==> src/rtl/rxdma_pkg.sv <==
package rxdma_pkg;

    typedef enum logic [0:0] {
        ST_IDLE = 1'b0,
        ST_OPEN = 1'b1
    } eng_state_e;

    localparam int BEAT_W = 4;

    typedef struct packed {
        eng_state_e          st;
        logic                drq;
        logic                rdy;
        logic [BEAT_W-1:0]   beat;
    } eng_t;

    typedef struct packed {
        logic       en;
        logic [1:0] code;
        logic       ext;
        logic       ie;
        logic       eop;
    } regs_t;

    function automatic logic [BEAT_W-1:0] burst_len(input logic [1:0] code);
        case (code)
            2'd0:    burst_len = 4'd1;
            2'd1:    burst_len = 4'd4;
            2'd2:    burst_len = 4'd8;
            default: burst_len = 4'd12;
        endcase
    endfunction

    function automatic logic [BEAT_W-1:0] drop_index(input logic [1:0] code, input logic ext);
        logic [BEAT_W-1:0] len;
        len = burst_len(code);
        if (ext && (len > 4'd1)) drop_index = len - 4'd2;
        else                     drop_index = len - 4'd1;
    endfunction

endpackage

==> src/rtl/rxdma_regs.sv <==
module rxdma_regs
    import rxdma_pkg::*;
(
    input  logic       clk,
    input  logic       rst_n,
    input  logic       we_i,
    input  logic       sel_i,
    input  logic [7:0] wdata_i,
    input  logic       eop_hit_i,
    output logic       en_o,
    output logic [1:0] code_o,
    output logic       ext_o,
    output logic       eop_o,
    output logic       irq_o
);

    regs_t r_d, r_q;
    logic  clr_wr;

    assign clr_wr = we_i && !sel_i && (wdata_i == 8'h00);

    always_comb begin
        r_d = r_q;
        if (eop_hit_i) r_d.eop = 1'b1;
        if (we_i && !sel_i) begin
            r_d.en = wdata_i[1];
            if (wdata_i == 8'h00) r_d.eop = 1'b0;
        end
        if (we_i && sel_i) begin
            r_d.code = wdata_i[1:0];
            r_d.ext  = wdata_i[2];
            r_d.ie   = wdata_i[3];
        end
    end

    always_ff @(posedge clk or negedge rst_n) begin
        if (!rst_n) r_q <= '0;
        else        r_q <= r_d;
    end

    assign en_o   = r_q.en;
    assign code_o = r_q.code;
    assign ext_o  = r_q.ext;
    assign eop_o  = r_q.eop;
    assign irq_o  = r_q.eop && r_q.ie;

    // a zero write clears the status and the interrupt
    p_zero_write_clears_r10: assert property (@(posedge clk) disable iff (!rst_n)
        clr_wr |=> (!eop_o && !irq_o && !en_o));

    // status is sticky until a zero write
    p_eop_sticky_r8: assert property (@(posedge clk) disable iff (!rst_n)
        (eop_o && !clr_wr) |=> eop_o);

endmodule

==> src/rtl/rxdma_src.sv <==
module rxdma_src #(
    parameter int DATA_W    = 16,
    parameter int BUF_DEPTH = 32,
    parameter int PF_DEPTH  = 2,
    parameter int LVL_W     = $clog2(BUF_DEPTH + PF_DEPTH + 1)
) (
    input  logic              clk,
    input  logic              rst_n,
    input  logic              push_i,
    input  logic [DATA_W-1:0] push_data_i,
    input  logic              pop_i,
    output logic [DATA_W-1:0] head_o,
    output logic              head_valid_o,
    output logic [LVL_W-1:0]  level_o
);

    localparam int AW    = $clog2(BUF_DEPTH);
    localparam int PFC_W = $clog2(PF_DEPTH + 1);
    localparam logic [AW:0]      BUF_FULL = (AW+1)'(BUF_DEPTH);
    localparam logic [AW-1:0]    BUF_LAST = AW'(BUF_DEPTH - 1);
    localparam logic [PFC_W-1:0] PF_FULL  = PFC_W'(PF_DEPTH);

    typedef struct packed {
        logic [AW-1:0]                  wr;
        logic [AW-1:0]                  rd;
        logic [AW:0]                    cnt;
        logic [PF_DEPTH-1:0][DATA_W-1:0] pf;
        logic [PFC_W-1:0]               pf_cnt;
    } src_t;

    src_t s_d, s_q;
    logic [DATA_W-1:0] mem [BUF_DEPTH];
    logic              wr_ok;
    logic              move;
    logic [PFC_W-1:0]  slot;

    always_comb begin
        s_d   = s_q;
        wr_ok = push_i && (s_q.cnt != BUF_FULL);
        move  = (s_q.cnt != '0) && ((s_q.pf_cnt != PF_FULL) || pop_i);
        slot  = s_q.pf_cnt;
        if (pop_i) begin
            for (int i = 0; i < PF_DEPTH - 1; i++) s_d.pf[i] = s_q.pf[i+1];
            slot     = s_q.pf_cnt - 1'b1;
            s_d.pf_cnt = slot;
        end
        if (move) begin
            s_d.pf[slot] = mem[s_q.rd];
            s_d.rd       = (s_q.rd == BUF_LAST) ? '0 : s_q.rd + 1'b1;
            s_d.pf_cnt   = slot + 1'b1;
        end
        if (wr_ok) s_d.wr = (s_q.wr == BUF_LAST) ? '0 : s_q.wr + 1'b1;
        s_d.cnt = s_q.cnt + (AW+1)'(wr_ok) - (AW+1)'(move);
    end

    always_ff @(posedge clk or negedge rst_n) begin
        if (!rst_n) s_q <= '0;
        else        s_q <= s_d;
    end

    always_ff @(posedge clk) begin
        if (wr_ok) mem[s_q.wr] <= push_data_i;
    end

    assign head_o       = s_q.pf[0];
    assign head_valid_o = (s_q.pf_cnt != '0);
    assign level_o      = LVL_W'(s_q.cnt) + LVL_W'(s_q.pf_cnt);

    // a completed transfer only ever consumes a held word
    p_pop_nonempty_r4: assert property (@(posedge clk) disable iff (!rst_n)
        pop_i |-> head_valid_o);

endmodule

==> src/rtl/rxdma_engine.sv <==
module rxdma_engine
    import rxdma_pkg::*;
#(
    parameter int LVL_W = 6
) (
    input  logic             clk,
    input  logic             rst_n,
    input  logic             en_i,
    input  logic             eop_i,
    input  logic [1:0]       code_i,
    input  logic             ext_i,
    input  logic [LVL_W-1:0] level_i,
    input  logic             head_valid_i,
    input  logic             dmack_i,
    input  logic             rd_i,
    input  logic             eop_in_i,
    output logic             drq_o,
    output logic             rdy_o,
    output logic             pop_o,
    output logic             eop_hit_o
);

    eng_t              e_d, e_q;
    logic [BEAT_W-1:0] drop_at;

    always_comb begin
        e_d       = e_q;
        pop_o     = 1'b0;
        eop_hit_o = 1'b0;
        drop_at   = drop_index(code_i, ext_i);
        if (!en_i) begin
            e_d = '0;
        end else begin
            case (e_q.st)
                ST_IDLE: begin
                    e_d.beat = '0;
                    if (!eop_i && !dmack_i && (level_i != '0)) begin
                        e_d.st  = ST_OPEN;
                        e_d.drq = 1'b1;
                    end
                end
                default: begin
                    if (dmack_i && eop_in_i && !eop_i) begin
                        eop_hit_o = 1'b1;
                        e_d.drq   = 1'b0;
                    end
                    if (!e_q.rdy) begin
                        if (dmack_i && rd_i && head_valid_i) begin
                            e_d.rdy = 1'b1;
                            if ((e_q.beat >= drop_at) || (level_i <= LVL_W'(1)))
                                e_d.drq = 1'b0;
                        end else if (!dmack_i && !e_q.drq) begin
                            e_d.st = ST_IDLE;
                        end
                    end else if (!rd_i) begin
                        e_d.rdy = 1'b0;
                        pop_o   = 1'b1;
                        if (e_q.beat != '1) e_d.beat = e_q.beat + 1'b1;
                    end
                end
            endcase
        end
    end

    always_ff @(posedge clk or negedge rst_n) begin
        if (!rst_n) e_q <= '0;
        else        e_q <= e_d;
    end

    assign drq_o = e_q.drq;
    assign rdy_o = e_q.rdy;

    // disabling the engine silences the request
    p_no_req_disabled_r2: assert property (@(posedge clk) disable iff (!rst_n)
        !en_i |=> !drq_o);

    // ready only follows a sampled strobe under acknowledge
    p_rdy_after_strobe_r3: assert property (@(posedge clk) disable iff (!rst_n)
        $rose(rdy_o) |-> $past(rd_i && dmack_i));

    // ready holds while the strobe stays high
    p_rdy_holds_r3: assert property (@(posedge clk) disable iff (!rst_n)
        (rdy_o && rd_i && en_i) |=> rdy_o);

    // ready always has a word behind it
    p_rdy_has_data_r4: assert property (@(posedge clk) disable iff (!rst_n)
        rdy_o |-> head_valid_i);

    // a request rises only with data held
    p_req_needs_data_r7: assert property (@(posedge clk) disable iff (!rst_n)
        $rose(drq_o) |-> $past(level_i != '0));

    // no request while end-of-process is pending
    p_no_req_after_eop_r8: assert property (@(posedge clk) disable iff (!rst_n)
        eop_i |-> !drq_o);

endmodule

==> src/rtl/rxdma_burst_ctrl.sv <==
module rxdma_burst_ctrl #(
    parameter int DATA_W    = 16,
    parameter int BUF_DEPTH = 32,
    parameter int PF_DEPTH  = 2
) (
    input  logic              clk,
    input  logic              rst_n,
    input  logic              fill_valid,
    input  logic [DATA_W-1:0] fill_data,
    input  logic              reg_we,
    input  logic              reg_sel,
    input  logic [7:0]        reg_wdata,
    input  logic              dmack,
    input  logic              rd_strobe,
    input  logic              eop_in,
    output logic              drq,
    output logic              rdy,
    output logic [DATA_W-1:0] rd_data,
    output logic              eop_status,
    output logic              irq
);

    localparam int LVL_W = $clog2(BUF_DEPTH + PF_DEPTH + 1);

    logic              en;
    logic [1:0]        code;
    logic              ext;
    logic              eop_hit;
    logic              pop;
    logic [DATA_W-1:0] head;
    logic              head_valid;
    logic [LVL_W-1:0]  level;

    rxdma_regs u_regs (
        .clk       (clk),
        .rst_n     (rst_n),
        .we_i      (reg_we),
        .sel_i     (reg_sel),
        .wdata_i   (reg_wdata),
        .eop_hit_i (eop_hit),
        .en_o      (en),
        .code_o    (code),
        .ext_o     (ext),
        .eop_o     (eop_status),
        .irq_o     (irq)
    );

    rxdma_src #(
        .DATA_W    (DATA_W),
        .BUF_DEPTH (BUF_DEPTH),
        .PF_DEPTH  (PF_DEPTH),
        .LVL_W     (LVL_W)
    ) u_src (
        .clk          (clk),
        .rst_n        (rst_n),
        .push_i       (fill_valid),
        .push_data_i  (fill_data),
        .pop_i        (pop),
        .head_o       (head),
        .head_valid_o (head_valid),
        .level_o      (level)
    );

    rxdma_engine #(
        .LVL_W (LVL_W)
    ) u_eng (
        .clk          (clk),
        .rst_n        (rst_n),
        .en_i         (en),
        .eop_i        (eop_status),
        .code_i       (code),
        .ext_i        (ext),
        .level_i      (level),
        .head_valid_i (head_valid),
        .dmack_i      (dmack),
        .rd_i         (rd_strobe),
        .eop_in_i     (eop_in),
        .drq_o        (drq),
        .rdy_o        (rdy),
        .pop_o        (pop),
        .eop_hit_o    (eop_hit)
    );

    assign rd_data = rdy ? head : '0;

endmodule

==> config.mk <==
export PLATFORM = sky130hd
export DESIGN_NAME = rxdma_burst_ctrl
export DESIGN_NICKNAME = d
export VERILOG_FILES = /design/src/rtl/rxdma_pkg.sv /design/src/rtl/rxdma_regs.sv /design/src/rtl/rxdma_src.sv /design/src/rtl/rxdma_engine.sv /design/src/rtl/rxdma_burst_ctrl.sv
export SDC_FILE = /design/constraint.sdc
export NUM_CORES = 1
export LEC_CHECK = 0
export ABC_CLOCK_PERIOD_IN_PS = 2900
export BUFFER_PORTS_ARGS = -buffer_cell sky130_fd_sc_hd__buf_2
export CAP_MARGIN = 20
export CORE_UTILIZATION = 50
export CTS_CLUSTER_SIZE = 24
export DETAILED_ROUTE_END_ITERATION = 8
export PLACE_DENSITY = 0.78
export SLEW_MARGIN = 20
export SYNTH_ARGS = -nofsm -noshare
export SYNTH_HDL_FRONTEND = slang
export SYNTH_SLANG_ARGS = --single-unit
==> constraint.sdc <==
create_clock -name clk -period 2.9 [get_ports clk]
set_clock_uncertainty 0.1 [all_clocks]
set_input_delay 0.725 -clock clk [delete_from_list [all_inputs] [get_ports clk]]
set_output_delay 0.725 -clock clk [all_outputs]
set_load 0.1 [all_outputs]
Word level (Yosys, flattened, before mapping). Memory sizes are Yosys's and may differ from the RTL's. Index checks and enable logic that the tools add are counted.

Flip-flop bits (word level): 63. Latch bits: 0. RAM bits: 512. ROM bits: 0. Bits of input ports: 32. Output and inout bits: 20. Memories kept: 1.

Memories: u_src.mem (depth 32, width 16, read ports 1, clocked after Yosys merged registers in 0, write ports 1, line rxdma_src.sv:32) `logic [DATA_W-1:0] mem [BUF_DEPTH];`.

Add/subtract/negate cells: 10. $mul: 0. Div/mod/pow operators: 0. Order comparisons: 5. Equality and inequality tests: 12. Shift-type cells: 0. Multiplexer cells: 38. Bitwise operators: 0. Reductions and logical operators: 27.

Operators by type and width (count): $mux 18 (2); $bwmux 32 (1); $mux 16 (2); $mux 1 (18); $demux 16 s1 (1); $mux 4 (4); $mux 5 (3); $logic_and 1x1->1 (14); $pmux 4 s3 (1); $reduce_bool 6->1 (2); $add 5x1->5 const B (2); $eq 5x5->1 const B (2); $mux 2 (5); $ne 3x3->1 const B (3); $logic_not 8->1 (1); $mux 7 (1); $add 6x1->6 (1); $add 6x2->6 (1); $le 6x1->1 const B (1); $ne 6x6->1 const B (1); $sub 6x1->6 (1); $add 4x1->4 const B (1); $ge 4x4->1 (1); $gt 4x1->1 const B (1); 17 further kinds (22).

Depth between registers and ports, before layout.
Depth after elaboration: 12. Gate-level depth with buffers: 15. Depth with buffers taken out: 15.

Modules after synthesis. A second synthesis with hierarchy kept.

Cells, all modules: 1243. Area, all modules: 23194.7 um^2.

By module, submodules not included: rxdma_src (instances 1, cells an instance 1148, area each 22275.1 um^2, seq. area each 16625.9 um^2); rxdma_engine (instances 1, cells an instance 58, area each 509.2 um^2, seq. area each 175.2 um^2); rxdma_regs (instances 1, cells an instance 20, area each 284.0 um^2, seq. area each 150.1 um^2); rxdma_burst_ctrl (instances 1, cells an instance 17, area each 126.4 um^2, seq. area each 0.0 um^2).

Worst setup path before layout. No wires, ideal clock.

Path type: reg2reg. Start: register u_eng.e_q (netlist bit u_eng.rdy_o). End: register u_src.s_q[23] (netlist bit). Library setup time: 125 ps. Data arrival time: 2892 ps. Required time: 2675 ps. Path slack: -216 ps. Stages on the path, launching flop included: 11. Path buffers: 3. Clock period less this slack: 3116 ps. Cell sequence: dfrtp_1 nand4b_1 clkinv_1 clkbuf_1 ha_1 inv_1 ha_1 and2_1 buf_2 buf_4 mux2_2.

Cells in the longest elaborated chain, start to end: 9.

RTL lines: start, declared (line rxdma_engine.sv:23) `eng_t e_d, e_q;`; start signal, assigned (line rxdma_engine.sv:66) `if (!rst_n) e_q <= '0;`; start signal, assigned (line rxdma_engine.sv:67) `else e_q <= e_d;`; $mux 1 (*) (line rxdma_engine.sv:47) `if (!e_q.rdy) begin`; $mux 1 (*) (line rxdma_engine.sv:34) `case (e_q.st)`; $mux 1 (*) (line rxdma_engine.sv:31) `if (!en_i) begin`; $mux 2 (line rxdma_src.sv:42) `if (pop_i) begin`; $ge 2x1->1 (implied by the code) / $lt 2x2->1 (equally long branches) (line rxdma_src.sv:48) `s_d.pf[slot] = mem[s_q.rd];`; $logic_and 1x1->1 (implied by the code) (line rxdma_src.sv:48); $mux 16 (implied by the code) (line rxdma_src.sv:48); $demux 16 s1; $bwmux 32 (line rxdma_src.sv:48); end signal, assigned (line rxdma_src.sv:57) `if (!rst_n) s_q <= '0;`; end signal, assigned (line rxdma_src.sv:58) `else s_q <= s_d;`; end, declared (line rxdma_src.sv:31) `src_t s_d, s_q;`.

Every way passes the cells marked *; elsewhere a longest branch is shown, timed or not. A chain may end at the register's enable or synchronous reset.

Final worst setup path.
Start: register u_src.s_q[40] (netlist bit). End: register u_src.s_q[29] (netlist bit).

Cells in the longest elaborated chain, start to end: 2.

RTL lines (line): $mem_v2 32x16; $bwmux 32 (rxdma_src.sv:48).

Every way passes these cells.

==> impl_metrics.json <==
{
  "seqCellArea_um2": 17000,
  "antenna_found_initial": 0,
  "ys_types": 54,
  "finalHoldViolCount": 0,
  "leakage_uw": 0.00947,
  "die_h_um": 218,
  "rows": 78,
  "peakVddDrop_mv": 0.566,
  "ys_async_sr_fraction_pct": 11.0,
  "reg2reg_slack_ns": 0.12,
  "dp_hpwl_mm": 30.7,
  "htree_levels": 2,
  "netlist_area_um2": 23400,
  "fp.dieArea_um2": 47700,
  "critical_path.most_common_cell": "buf_4",
  "place_inst": 2064,
  "yosys_most_used_dff": "edfxtp_1",
  "clockRootBuffer": "clkbuf_16",
  "port_buffers": 51,
  "crit_fanout": 12,
  "layout_commonest_cell": "edfxtp_1",
  "cts-resized-gates": 0,
  "cpPeakStageDelay_ns": 0.65,
  "netlist_instances": 1410,
  "maxCapViolCount": 0,
  "hold_path.class": "in -> async",
  "slew_viol_final": 0,
  "cts_tree": "done",
  "startpoint_type": "flip-flop",
  "layout-drive-gt1-share_pct": 16.0,
  "endpoint_kind": "flip-flop",
  "r2r-end": "u_src.s_q[29]",
  "fin_nets": 1585,
  "critPathRequiredTime_ns": 3.28,
  "drt-total-wl_mm": 50.5,
  "grt.overflow.total": 0,
  "path_delay_family": "simple AND/OR/NAND/NOR gates",
  "grt_pass1_wl_mm": 75.5,
  "drtAntennaViolNets": 0,
  "io_pins": 52,
  "worst_pin_slew_ns": 0.755,
  "crit_buf_inv": 2,
  "num_antenna_cells": 0,
  "synth.net_count": 1474,
  "finalSetupViolations": 0,
  "place.gp.congestion": 0.845,
  "synth_area_leaders": "edfxtp_1 66%, mux2i_1 11%, dfrtp_1 6.7%, a22oi_1 4.1%, ha_1 1.6%",
  "cts_made_buffers": 55,
  "drcViolationCount": 0,
  "final.period_utilization_pct": 95.8,
  "avgRoutedWirePerCell_um": 23.3,
  "reg2reg_from": "u_src.s_q[40]",
  "max-slew-margin-rel_pct": 49.6,
  "routed_via_density": 5.90,
  "grtUsageTotal_pct": 21.5,
  "worst_r2r_path_depth": 7,
  "yosys_warnings": 0,
  "stdcell_count": 2166,
  "fmax_ghz": 0.360,
  "syn2layout_area_growth_pct": 13.2,
  "post_cts_buffers": 0,
  "clk_pin_slew_worst_paths_ns": 0.06,
  "drtPass1Iterations": 5,
  "core_um2": 45800,
  "clk_latency_ns": 0.60,
  "ys_ff_latch": 575,
  "arrival_ns": 3.16,
  "multi_input_comb_area_um2": 5930,
  "cp_slowest_cell": "dfrtp_1",
  "synth.avg_cell_area_um2": 16.6,
  "fp.dieW_um": 218,
  "timing.hold.ws_ns": 0.0302,
  "path_cells": "buf_4 > nor4bb_2 > buf_4 > a22oi_1 > nand4_1 > nor2_1 > mux2_2",
  "synth_edf_count": 512,
  "min_period_ns": 2.78,
  "status": "completed",
  "power_density_nw_per_um2": 929,
  "grt_start_max_net_pins": 64,
  "rsz0062_at_grt": "false",
  "n_fill_cell": 3246,
  "vias": 12770,
  "initial_utilization_pct": 51.2,
  "cts_max_path_buffers": 3,
  "criticalPathCategory": "reg -> reg",
  "drt_iter0_drc": 1369,
  "cts.hold.buffers_added": 0,
  "cts.sinks": 575,
  "synth_top_cell_area_share_pct": 65.7,
  "layout_common_cells": "512 x edfxtp_1, 258 x mux2i_1, 128 x a22oi_1",
  "fin_util_pct": 57.9,
  "grt_pass1_vias": 12539,
  "synth_top_area_cell": "edfxtp_1",
  "ys_seq_area_share_pct": 72.4,
  "p_total_uw": 24600
}
[registers in the layout (all words and copies together) (netlist names)]
register,flops
u_regs.r_q,1
u_regs.code_o,2
u_eng.rdy_o,1
u_src.s_q,34
u_src.head_o,16
u_regs.eop_o,1
u_regs.ext_o,1
u_src.mem,512
u_eng.drq_o,1
u_regs.en_o,1
u_eng.e_q,5
[cell families (layout without fill, tap and decap cells)]
| group | after synthesis | in the layout | synth area share [%] |
|---|---|---|---|
| compound gates | 196 | 196 | 5.95 |
| xor+xnor | 9 | 9 | 0.337 |
| fa+ha+maj | 32 | 32 | 1.77 |
| buf+inv | 100 | 256 | 2.32 |
| flops | 575 | 575 | 72.4 |
| mux | 279 | 279 | 12.0 |
| simple gates | 219 | 219 | 5.18 |
[layer usage]
layer  GRT usage (%)  share of wire, %  vias up
met5               0                 0        -
met4            6.53               2.4        0
met3            5.62               8.7       79
met2            34.1                47      528
met1            29.0                41     6430
li1                -                 -     5733
[synth_stat cells, types with 20 or more instances]
master and number:
buf_2 36, nand4_1 34, mux2i_1 258, a21oi_1 22
inv_1 20, ha_1 30, nand2_1 57, dfrtp_1 63
edfxtp_1 512, mux2_2 21, a22oi_1 128, nor2_1 65
[report_power, final]
part	switching [uW]	total [uW]	internal, uW
clock	2970	7100	4130
combinational	4350	7240	2880
sequential	508	10300	9790
total	7830	24600	16800
[metrics by stage]
stage	cell area [um2]	setup TNS, ns	setup slack (ns)
6_report	26500	0	0.123
4_1_cts	26500	0	0.162
3_3_place_gp	24700	-0.0111	-0.0111
5_1_grt	26500	0	0.0157
3_5_place_dp	24700	0	0.000766
2_1_floorplan	23400	0	0.0606
[worst register-to-register path, stage by stage, from the launching register on]
cell,delay (ns)
dfrtp_1,0.65
buf_4,0.26
nor4bb_2,0.54
buf_4,0.27
a22oi_1,0.12
nand4_1,0.23
nor2_1,0.18
mux2_2,0.30
[area by class of cell]
cell class | count | area share, %
clock inverters | 32 | 1.37
flip-flops and latches | 575 | 64.0
repair buffers | 131 | 3.75
clock buffers | 70 | 5.40
well taps | 600 | 2.83
multi-input cells | 735 | 22.4
inverters | 23 | 0.326
[how the worst max path moves through the flow]
stage / startpoint / end / cells after the start
4_1_cts: u_src.s_q[36] / u_src.s_q[38] / 15
5_1_grt: u_src.s_q[40] / u_src.s_q[29] / 7
2_1_floorplan: rd_strobe / u_src.s_q[23] / 10
6_report: u_src.s_q[40] / u_src.s_q[29] / 7
3_3_place_gp: rd_strobe / u_src.s_q[38] / 14
3_5_place_dp: rd_strobe / u_src.s_q[38] / 14
(Power assumes the default switching activity.)
